<file path="config.mk">
export PLATFORM = sky130hd
export DESIGN_NAME = swm_ctrl
export DESIGN_NICKNAME = d
export VERILOG_FILES = /design/src/rtl/swm_pkg.sv /design/src/rtl/swm_cmd_decode.sv /design/src/rtl/swm_bank.sv /design/src/rtl/swm_read_port.sv /design/src/rtl/swm_ctrl.sv
export SDC_FILE = /design/constraint.sdc
export NUM_CORES = 1
export LEC_CHECK = 0
export BUFFER_PORTS_ARGS = -buffer_cell sky130_fd_sc_hd__buf_2
export CAP_MARGIN = 20
export CORE_UTILIZATION = 30
export CTS_CLUSTER_SIZE = 20
export DETAILED_ROUTE_END_ITERATION = 10
export GPL_ROUTABILITY_DRIVEN = 0
export PLACE_DENSITY = 0.6
export SETUP_SLACK_MARGIN = 0.1
export SKIP_LAST_GASP = 1
export SLEW_MARGIN = 20
export SYNTH_ARGS = -nofsm -noshare
export SYNTH_HDL_FRONTEND = slang
export SYNTH_SLANG_ARGS = --single-unit
</file>
<file path="constraint.sdc">
create_clock -name clk -period 1.7 [get_ports clk]
set_input_delay 0.17 -clock clk [delete_from_list [all_inputs] [get_ports clk]]
set_output_delay 0.17 -clock clk [all_outputs]
set_load 0.005 [all_outputs]
</file>
<file path="src/rtl/swm_pkg.sv">
package swm_pkg;
    localparam int CODE_W = 4;
    localparam logic [3:0] OP_OPEN_ALL = 4'd8;
    localparam logic [3:0] OP_COMMIT   = 4'd9;
    localparam logic [7:0] LIVE_BASE   = 8'h00;
    localparam logic [7:0] STAGE_BASE  = 8'h10;
    localparam logic [7:0] CMD_BASE    = 8'h14;
    localparam logic [6:0] BUS_ADDR_LO = 7'h74;

    typedef enum logic [1:0] {
        ACT_HOLD,
        ACT_SELECT,
        ACT_CLEAR,
        ACT_COMMIT
    } bank_act_e;
endpackage

</file>
<file path="src/rtl/swm_cmd_decode.sv">
module swm_cmd_decode
    import swm_pkg::*;
#(
    parameter int SW = 8,
    localparam int SEL_W = $clog2(SW)
) (
    input  logic              cmd_we,
    input  logic [CODE_W-1:0] cmd_code,
    output bank_act_e         act,
    output logic [SEL_W-1:0]  sel
);
    always_comb begin
        sel = cmd_code[SEL_W-1:0];
        if (!cmd_we)
            act = ACT_HOLD;
        else if (int'(cmd_code) < SW)
            act = ACT_SELECT;
        else if (cmd_code == OP_OPEN_ALL)
            act = ACT_CLEAR;
        else if (cmd_code == OP_COMMIT)
            act = ACT_COMMIT;
        else
            act = ACT_HOLD;
    end
endmodule

</file>
<file path="src/rtl/swm_bank.sv">
module swm_bank
    import swm_pkg::*;
#(
    parameter int SW = 8,
    localparam int SEL_W = $clog2(SW)
) (
    input  logic              clk,
    input  logic              rst_n,
    input  logic              live_we,
    input  logic              stage_we,
    input  logic [SW-1:0]     wdata,
    input  logic              cmd_we,
    input  logic [CODE_W-1:0] cmd_code,
    output logic [SW-1:0]     live_q,
    output logic [SW-1:0]     stage_q
);
    bank_act_e        act;
    logic [SEL_W-1:0] sel;
    logic [SW-1:0]    live_d;

    swm_cmd_decode #(.SW(SW)) u_dec (
        .cmd_we   (cmd_we),
        .cmd_code (cmd_code),
        .act      (act),
        .sel      (sel)
    );

    always_comb begin
        live_d = live_q;
        if (live_we)
            live_d = wdata;
        else begin
            unique case (act)
                ACT_HOLD:   live_d = live_q;
                ACT_SELECT: live_d = SW'(1) << sel;
                ACT_CLEAR:  live_d = '0;
                ACT_COMMIT: live_d = stage_q;
            endcase
        end
    end

    always_ff @(posedge clk) begin
        if (!rst_n) begin
            live_q  <= '0;
            stage_q <= '0;
        end else begin
            live_q <= live_d;
            if (stage_we)
                stage_q <= wdata;
        end
    end

    // a select opcode leaves exactly one switch closed
    p_select_onehot_r4: assert property (@(posedge clk) disable iff (!rst_n)
        (cmd_we && !live_we && int'(cmd_code) < SW) |=> ($countones(live_q) == 1));

    p_open_all_r5: assert property (@(posedge clk) disable iff (!rst_n)
        (cmd_we && !live_we && cmd_code == OP_OPEN_ALL) |=> (live_q == '0));

    p_commit_copy_r6: assert property (@(posedge clk) disable iff (!rst_n)
        (cmd_we && !live_we && cmd_code == OP_COMMIT) |=> (live_q == $past(stage_q)));

    p_noop_hold_r7: assert property (@(posedge clk) disable iff (!rst_n)
        (cmd_we && !live_we && cmd_code > OP_COMMIT) |=> $stable(live_q));
    // staging alone never moves the outputs
    p_stage_isolated_r3: assert property (@(posedge clk) disable iff (!rst_n)
        (!live_we && !cmd_we) |=> $stable(live_q));
endmodule

</file>
<file path="src/rtl/swm_read_port.sv">
module swm_read_port
    import swm_pkg::*;
#(
    parameter int NB = 4,
    parameter int SW = 8
) (
    input  logic             clk,
    input  logic             rst_n,
    input  logic             rd_en,
    input  logic [7:0]       addr,
    input  logic [NB*SW-1:0] live_flat,
    input  logic [NB*SW-1:0] stage_flat,
    output logic [SW-1:0]    rdata
);
    logic [SW-1:0] sel_d;

    always_comb begin
        sel_d = '0;
        for (int b = 0; b < NB; b++) begin
            if (addr == LIVE_BASE + 8'(b))
                sel_d = live_flat[b*SW +: SW];
            if (addr == STAGE_BASE + 8'(b))
                sel_d = stage_flat[b*SW +: SW];
        end
    end

    always_ff @(posedge clk) begin
        if (!rst_n)
            rdata <= '0;
        else
            rdata <= rd_en ? sel_d : '0;
    end

    // no read, no data
    p_idle_rdata_r11: assert property (@(posedge clk) disable iff (!rst_n)
        !rd_en |=> (rdata == '0));
    // command registers read as zero
    p_cmd_reads_zero_r9: assert property (@(posedge clk) disable iff (!rst_n)
        (rd_en && (addr == CMD_BASE || addr == CMD_BASE + 8'd1)) |=> (rdata == '0));
endmodule

</file>
<file path="src/rtl/swm_ctrl.sv">
module swm_ctrl
    import swm_pkg::*;
#(
    parameter int NB = 4,
    parameter int SW = 8,
    localparam int FLAT_W = NB * SW,
    localparam int NPAIR = NB / 2
) (
    input  logic              clk,
    input  logic              rst_n,
    input  logic [7:0]        addr,
    input  logic [SW-1:0]     wdata,
    input  logic              wr_en,
    input  logic              rd_en,
    output logic [SW-1:0]     rdata,
    input  logic              addr_strap,
    output logic [6:0]        dev_addr,
    output logic [FLAT_W-1:0] sw_state
);
    logic [FLAT_W-1:0] live_flat;
    logic [FLAT_W-1:0] stage_flat;
    logic [NB-1:0]     live_we;
    logic [NB-1:0]     cmd_hit;

    assign dev_addr = BUS_ADDR_LO | 7'(addr_strap);

    for (genvar b = 0; b < NB; b++) begin : g_bank
        localparam int PAIR = b / 2;
        localparam int HALF = b % 2;
        logic stage_we;
        assign live_we[b] = wr_en && (addr == LIVE_BASE + 8'(b));
        assign stage_we   = wr_en && (addr == STAGE_BASE + 8'(b));
        assign cmd_hit[b] = wr_en && (addr == CMD_BASE + 8'(PAIR));

        swm_bank #(.SW(SW)) u_bank (
            .clk      (clk),
            .rst_n    (rst_n),
            .live_we  (live_we[b]),
            .stage_we (stage_we),
            .wdata    (wdata),
            .cmd_we   (cmd_hit[b]),
            .cmd_code (wdata[HALF*CODE_W +: CODE_W]),
            .live_q   (live_flat[b*SW +: SW]),
            .stage_q  (stage_flat[b*SW +: SW])
        );
    end

    swm_read_port #(.NB(NB), .SW(SW)) u_rd (
        .clk        (clk),
        .rst_n      (rst_n),
        .rd_en      (rd_en),
        .addr       (addr),
        .live_flat  (live_flat),
        .stage_flat (stage_flat),
        .rdata      (rdata)
    );

    assign sw_state = live_flat;

    // a command write touches only its own pair of banks
    p_pair_isolation_r8: assert property (@(posedge clk) disable iff (!rst_n)
        (wr_en && addr == CMD_BASE) |=> (sw_state[FLAT_W-1:2*SW] == $past(sw_state[FLAT_W-1:2*SW])));
    // writes outside the map leave outputs alone
    p_unmapped_write_r10: assert property (@(posedge clk) disable iff (!rst_n)
        (wr_en && addr > CMD_BASE + 8'(NPAIR - 1)) |=> $stable(sw_state));

    p_dev_addr_r12: assert property (@(posedge clk) disable iff (!rst_n)
        dev_addr == (addr_strap ? 7'h75 : 7'h74));
endmodule

</file>
### Yosys cells after proc, flatten, opt, wreduce, memory -nomap -nowiden

Index checks and enable logic that the tools add are counted.

* logic and storage cells: 84
* output and inout bits: 47
* bits of input ports: 21
* flip-flop bits (word level): 72

* order comparisons: 2
* muxes and demuxes: 26
* reductions and logical operators: 16
* eq/ne operators: 29
* shifts and indexed selects: 2

Operators by type and width (count)
* 8-bit two-way mux: 12
* 8-bit one-hot mux with 3 select lines: 4
* 8-bit by 5-bit equality test with 1-bit output, second input constant: 6
* 2-bit two-way mux: 10
* 2-bit equality test, second input constant: 8
* 4-bit equality test, second input constant: 4
* 8-bit by 2-bit equality test with 1-bit output, second input constant: 2
* 1-bit by 3-bit << shifter with 8-bit output, first input constant: 2
* 1-bit logical AND: 10
* 2-bit by 1-bit equality test with 1-bit output, second input constant: 4
* 8-bit by 1-bit equality test with 1-bit output, second input constant: 1
* 2-bit logical NOT: 4
* 8-bit logical NOT: 1
* 4-bit less-than comparator, second input constant: 2
* 2-bit by 1-bit != test with 1-bit output, second input constant: 4
* 2-bit AND reduction: 1

### Logic depth before layout (Yosys ltp)

* depth in word-level cells: 9
* gate-level depth with buffers: 7
* depth with buffers taken out: 4

### By module

A second synthesis with hierarchy kept.

* cell total of the unflattened synthesis: 509
* area total of the unflattened synthesis: 4297.9 µm²

By module, submodules not included
* swm_bank: instances 4, area each 763.2 µm², cells each 85, sequential area each 320.3 µm²
* swm_read_port: instances 1, area each 835.8 µm², cells each 109, sequential area each 160.2 µm²
* swm_cmd_decode: instances 4, area each 55.1 µm², cells each 8, sequential area each 0.0 µm²
* swm_ctrl: instances 1, area each 188.9 µm², cells each 28, sequential area each 0.0 µm²

### Least setup slack after synthesis

OpenSTA, ideal clock, no wires.

* path kind: input port to flip-flop
* from: in addr[3]
* to: reg g_bank[2].u_bank.live_q[2]
* arrival: 1.481 ns
* stages: 5
* setup slack: 0.103 ns
* setup time: 0.116 ns
* path through: buf_2 nor4b_4 nand4_4 mux2_4 a31o_1

* word-level cells in the longest chain between the ends: 6
* elaborated cells between the ends (all ways): 12
* those cells by class: eq/ne: 6; mux: 3; reduce/logical: 3

RTL lines
* start, declared: RTL line swm_ctrl.sv:11 `input logic [7:0] addr,`
* 8-bit by 5-bit equality test with 1-bit output: RTL line swm_ctrl.sv:33 `assign cmd_hit[b] = wr_en && (addr == CMD_BASE + 8'(PAIR));`
* 1-bit logical AND: RTL line swm_ctrl.sv:33
* 2-bit two-way mux: RTL line swm_cmd_decode.sv:14 `if (!cmd_we)`
* 2-bit equality test or 2-bit by 1-bit equality test with 1-bit output (tied branches): RTL line swm_bank.sv:33 `unique case (act)`
* 8-bit one-hot mux with 3 select lines: RTL line swm_bank.sv:33
* 8-bit two-way mux: RTL line swm_bank.sv:30 `if (live_we)`
* end signal, assigned: RTL line swm_bank.sv:47 `live_q <= live_d;`
* end, declared: RTL line swm_bank.sv:14 `output logic [SW-1:0] live_q,`

Several ways; a longest one is shown, not always the timed one.
A chain may end at the register's enable or synchronous reset.

### Worst setup path in the final report

* from: in addr[5]
* to: reg u_rd.rdata[5]

* word-level cells in the longest chain between the ends: 9
* elaborated cells between the ends (all ways): 16
* those cells by class: eq/ne: 7; mux: 8; reduce/logical: 1

RTL lines
* 8-bit logical NOT: RTL line swm_read_port.sv:20 `if (addr == LIVE_BASE + 8'(b))`
* 8-bit two-way mux: RTL line swm_read_port.sv:20
* 8-bit two-way mux: RTL line swm_read_port.sv:22 `if (addr == STAGE_BASE + 8'(b))`
* 8-bit two-way mux: RTL line swm_read_port.sv:20
* 8-bit two-way mux: RTL line swm_read_port.sv:22
* 8-bit two-way mux: RTL line swm_read_port.sv:20
* 8-bit two-way mux: RTL line swm_read_port.sv:22
* 8-bit two-way mux: RTL line swm_read_port.sv:20
* 8-bit two-way mux (*): RTL line swm_read_port.sv:22
* end signal, assigned: RTL line swm_read_port.sv:31 `rdata <= rd_en ? sel_d : '0;`
* end, declared: RTL line swm_read_port.sv:13 `output logic [SW-1:0] rdata`

Every way passes the cells marked *; elsewhere a longest branch is shown, timed or not.

==> reports/summary.txt <==
Run status -> finished clean
Fin crit share -> 84.0%
Endpoint class of the critical path -> register
Max-cap viol count -> 0
CP max-delay cell -> or3_1
Fmax -> 0.700 GHz
DPL Wire Length -> 11700 um
Slew @ Worst Pin -> 841 ps
Met3 Wirelength -> 1230 um
Root Driver -> clkbuf_16
Register area -> 1440 um2
DRC Markers -> 0
Die area -> 14700 um2
PortBufs -> 59
Synth Area in Compound Gates -> 23.2%
# diodes -> 0
Hold Fails Final Rpt -> 0
DRT Pass-1 Iters -> 8
DR WL met2 -> 7380 um
CTS Sinks -> 72
Unrepaired setup endpoints after global routing -> no
Setup slack, reg-to-reg -> 330 ps
Commonest cells after routing, fill and taps aside -> dfxtp_1, buf_2, nor2_1
CP max FO -> 6
Worst EP required -> 1950 ps
CTS tree -> done
Commonest non-fill, non-tap cell in the layout -> dfxtp_1
Clock Path Buffers -> 2
Vias -> 4356
Hold/Removal Path Class -> input port to register
TNS Setup -> 0 ps
CP Launch Type -> input port
Fill cells -> 1445
Worst path top cell family by delay -> simple AND/OR/NAND/NOR gates
Arrival time worst endpoint -> 1680 ps
Final Skew -> 5.60 ps
Mux share of post-synthesis cell area -> 10.4%
Synth Register Bits -> 72
Initial core utilization -> 30.7%
Post-synthesis sequential area ratio -> 33.8%
Post-synth EDFFs -> 0
Area Overhead vs Synth -> 25.3%
Min cycle time layout -> 1430 ps
Clk Latency, worst-skew pair -> 350 ps
Worst-path cell chain -> buf_2 > or3_1 > nor3_2 > o221ai_1 > a221oi_1
CP peak stage delay -> 460 ps
Core footprint -> 13900 um2
Antenna violations before repair -> 0
Async SR Flop Fraction -> 0%
# IOs -> 68
Starting DRT DRC Count -> 382
Clk slew on worst S/H paths -> 60 ps
WL final -> 15600 um
Cells after Synth -> 491
Setup Buffers After CTS -> 0
Die Span X -> 121 um
Die Span Y -> 121 um
Worst hold slack -> 204 ps
Rows -> 43
Post-Synth Simple-Gate Area -> 26.2%
Worst vdd ir -> 0.000563 V
Slew margin rel. -> 43.2%
Leak Pwr -> 2.43 nW
Pwr/cell area -> 809 nW/um2
Synth Area in Adders -> 0%
Total GRT Usage -> 21.7%
DRT antenna net count -> 0
Largest family of logic cells by synthesized area -> simple AND/OR/NAND/NOR gates
Gr ovfl total -> 0
Number of distinct library cells after synthesis -> 57
Nets -> 590
Highest Signal Layer -> met4
Kind of critical path -> input port to register
Mapped Avg Cell Area -> 8.69 um2
Post-CTS Hold Fix Bufs -> 0
Final setup viols -> 0
Vias in the first global route -> 4137
Met1 wire length -> 6530 um
H-tree depth -> 3
Pin count of the biggest net entering global routing -> 24
Share of layout cells above drive strength 1 -> 27.4%
Wire per inst -> 20.7 um
Post-synthesis instance area -> 4270 um2
Area of the multi-input gates -> 2590 um2
First-pass GRT wire length -> 23400 um
Yosys warning count -> 0
Slew Limit Fails -> 0
XOR/XNOR Fraction of Synth Area -> 0%
TritonCTS Buffers -> 9
Top_reg_cell synth -> dfxtp_1
DR vias/cell -> 5.78
Buf/Inv on CP -> 1
report_power, final:
part	internal [W]	switching (W)	leakage, nW
clock network	0.00141	0.000760	0.163
logic	0.000174	0.000290	1.69
registers	0.00169	0.00000420	0.580
tightest hold or removal path: stages:
cell,delay (ps)
buf_2,120
nand3_1,110
o22ai_1,100
cell usage after synthesis, drive strengths merged, types with 3 or more instances:
cell | number | area share [%]
a21boi | 3 | 0.53
a21o | 5 | 0.88
a21oi | 21 | 2.5
a221oi | 10 | 2.1
a2bb2oi | 3 | 0.62
a31oi | 9 | 1.3
and3 | 6 | 0.88
and3b | 3 | 0.62
and4 | 4 | 0.82
buf | 24 | 3.4
clkbuf | 26 | 2.3
dfxtp | 72 | 34
inv | 5 | 0.44
mux2i | 43 | 10
nand2 | 19 | 1.7
nand2b | 8 | 1.2
nand3 | 10 | 1.2
nand3b | 11 | 1.9
nand4 | 10 | 2.4
nand4b | 5 | 1.0
nor2 | 52 | 4.6
nor2b | 20 | 2.9
nor3 | 10 | 1.6
nor4 | 8 | 1.2
nor4b | 7 | 1.9
o2111a | 3 | 0.79
o211a | 6 | 1.4
o21a | 14 | 2.5
o21ai | 20 | 2.3
o21bai | 5 | 0.88
o221a | 12 | 3.2
o221ai | 6 | 1.2
o22ai | 3 | 0.44
o31a | 6 | 1.2
or3 | 3 | 0.44
area by class of cell:
cell class                      count  share of cell area (%)
Inverter                            5                   0.351
Timing Repair Buffer              113                    13.8
Sequential cell                    72                    27.0
Clock buffer                       14                    5.13
Clock inverter                      2                    1.12
Multi-Input combinational cell    368                    48.4
Tap cell                          180                    4.21
final timing paths:
| kind | startpoint | to | cells past startpoint |
|---|---|---|---|
| setup / recovery | addr[5] | u_rd.rdata[5] | 5 |
| hold / removal | rd_en | u_rd.rdata[4] | 3 |
| setup reg to reg | g_bank[0].u_bank.live_q[1] | u_rd.rdata[1] | 4 |
| hold reg to reg | g_bank[2].u_bank.live_q[3] | g_bank[2].u_bank.live_q[3] | 1 |
state kept, by name, indices dropped and copies added, names as in the netlist:
signal / count
g_bank.u_bank.stage_q: 32
u_rd.rdata: 8
g_bank.u_bank.live_q: 32
logic make-up (layout without fill, tap and decap cells):
| group | count (synthesis) | after routing |
|---|---|---|
| buf+inv | 55 | 134 |
| mux | 44 | 44 |
| compound gates | 132 | 132 |
| simple gates | 186 | 186 |
| other cells | 2 | 6 |
| flops | 72 | 72 |
routing by layer:
| metal | vias to the layer above | track usage, % |
|---|---|---|
| li1 | 1989 | - |
| met1 | 2114 | 27.0 |
| met5 | - | 0 |
| met4 | 0 | 8.95 |
| met3 | 44 | 5.59 |
| met2 | 209 | 35.5 |
repair_timing:
action	in CTS	in global routing
endpoints found under the setup margin	0	5
endpoints found under the hold margin	0	0
resized for setup	0	1
stage by stage:
stage               instance area, um2  instances  util [%]  total power, W  worst slack (ps)
floorplan                         4280        495         -         0.00200               103
detailed placement                5010        738      36.1         0.00218             -61.6
global placement                  5010        738      36.1         0.00218             -21.2
CTS                               5340        754      38.5         0.00433               308
finish                            5350        754      38.5         0.00433               272
global route                      5350        754      38.5         0.00444               164
(Power assumes the default switching activity.)
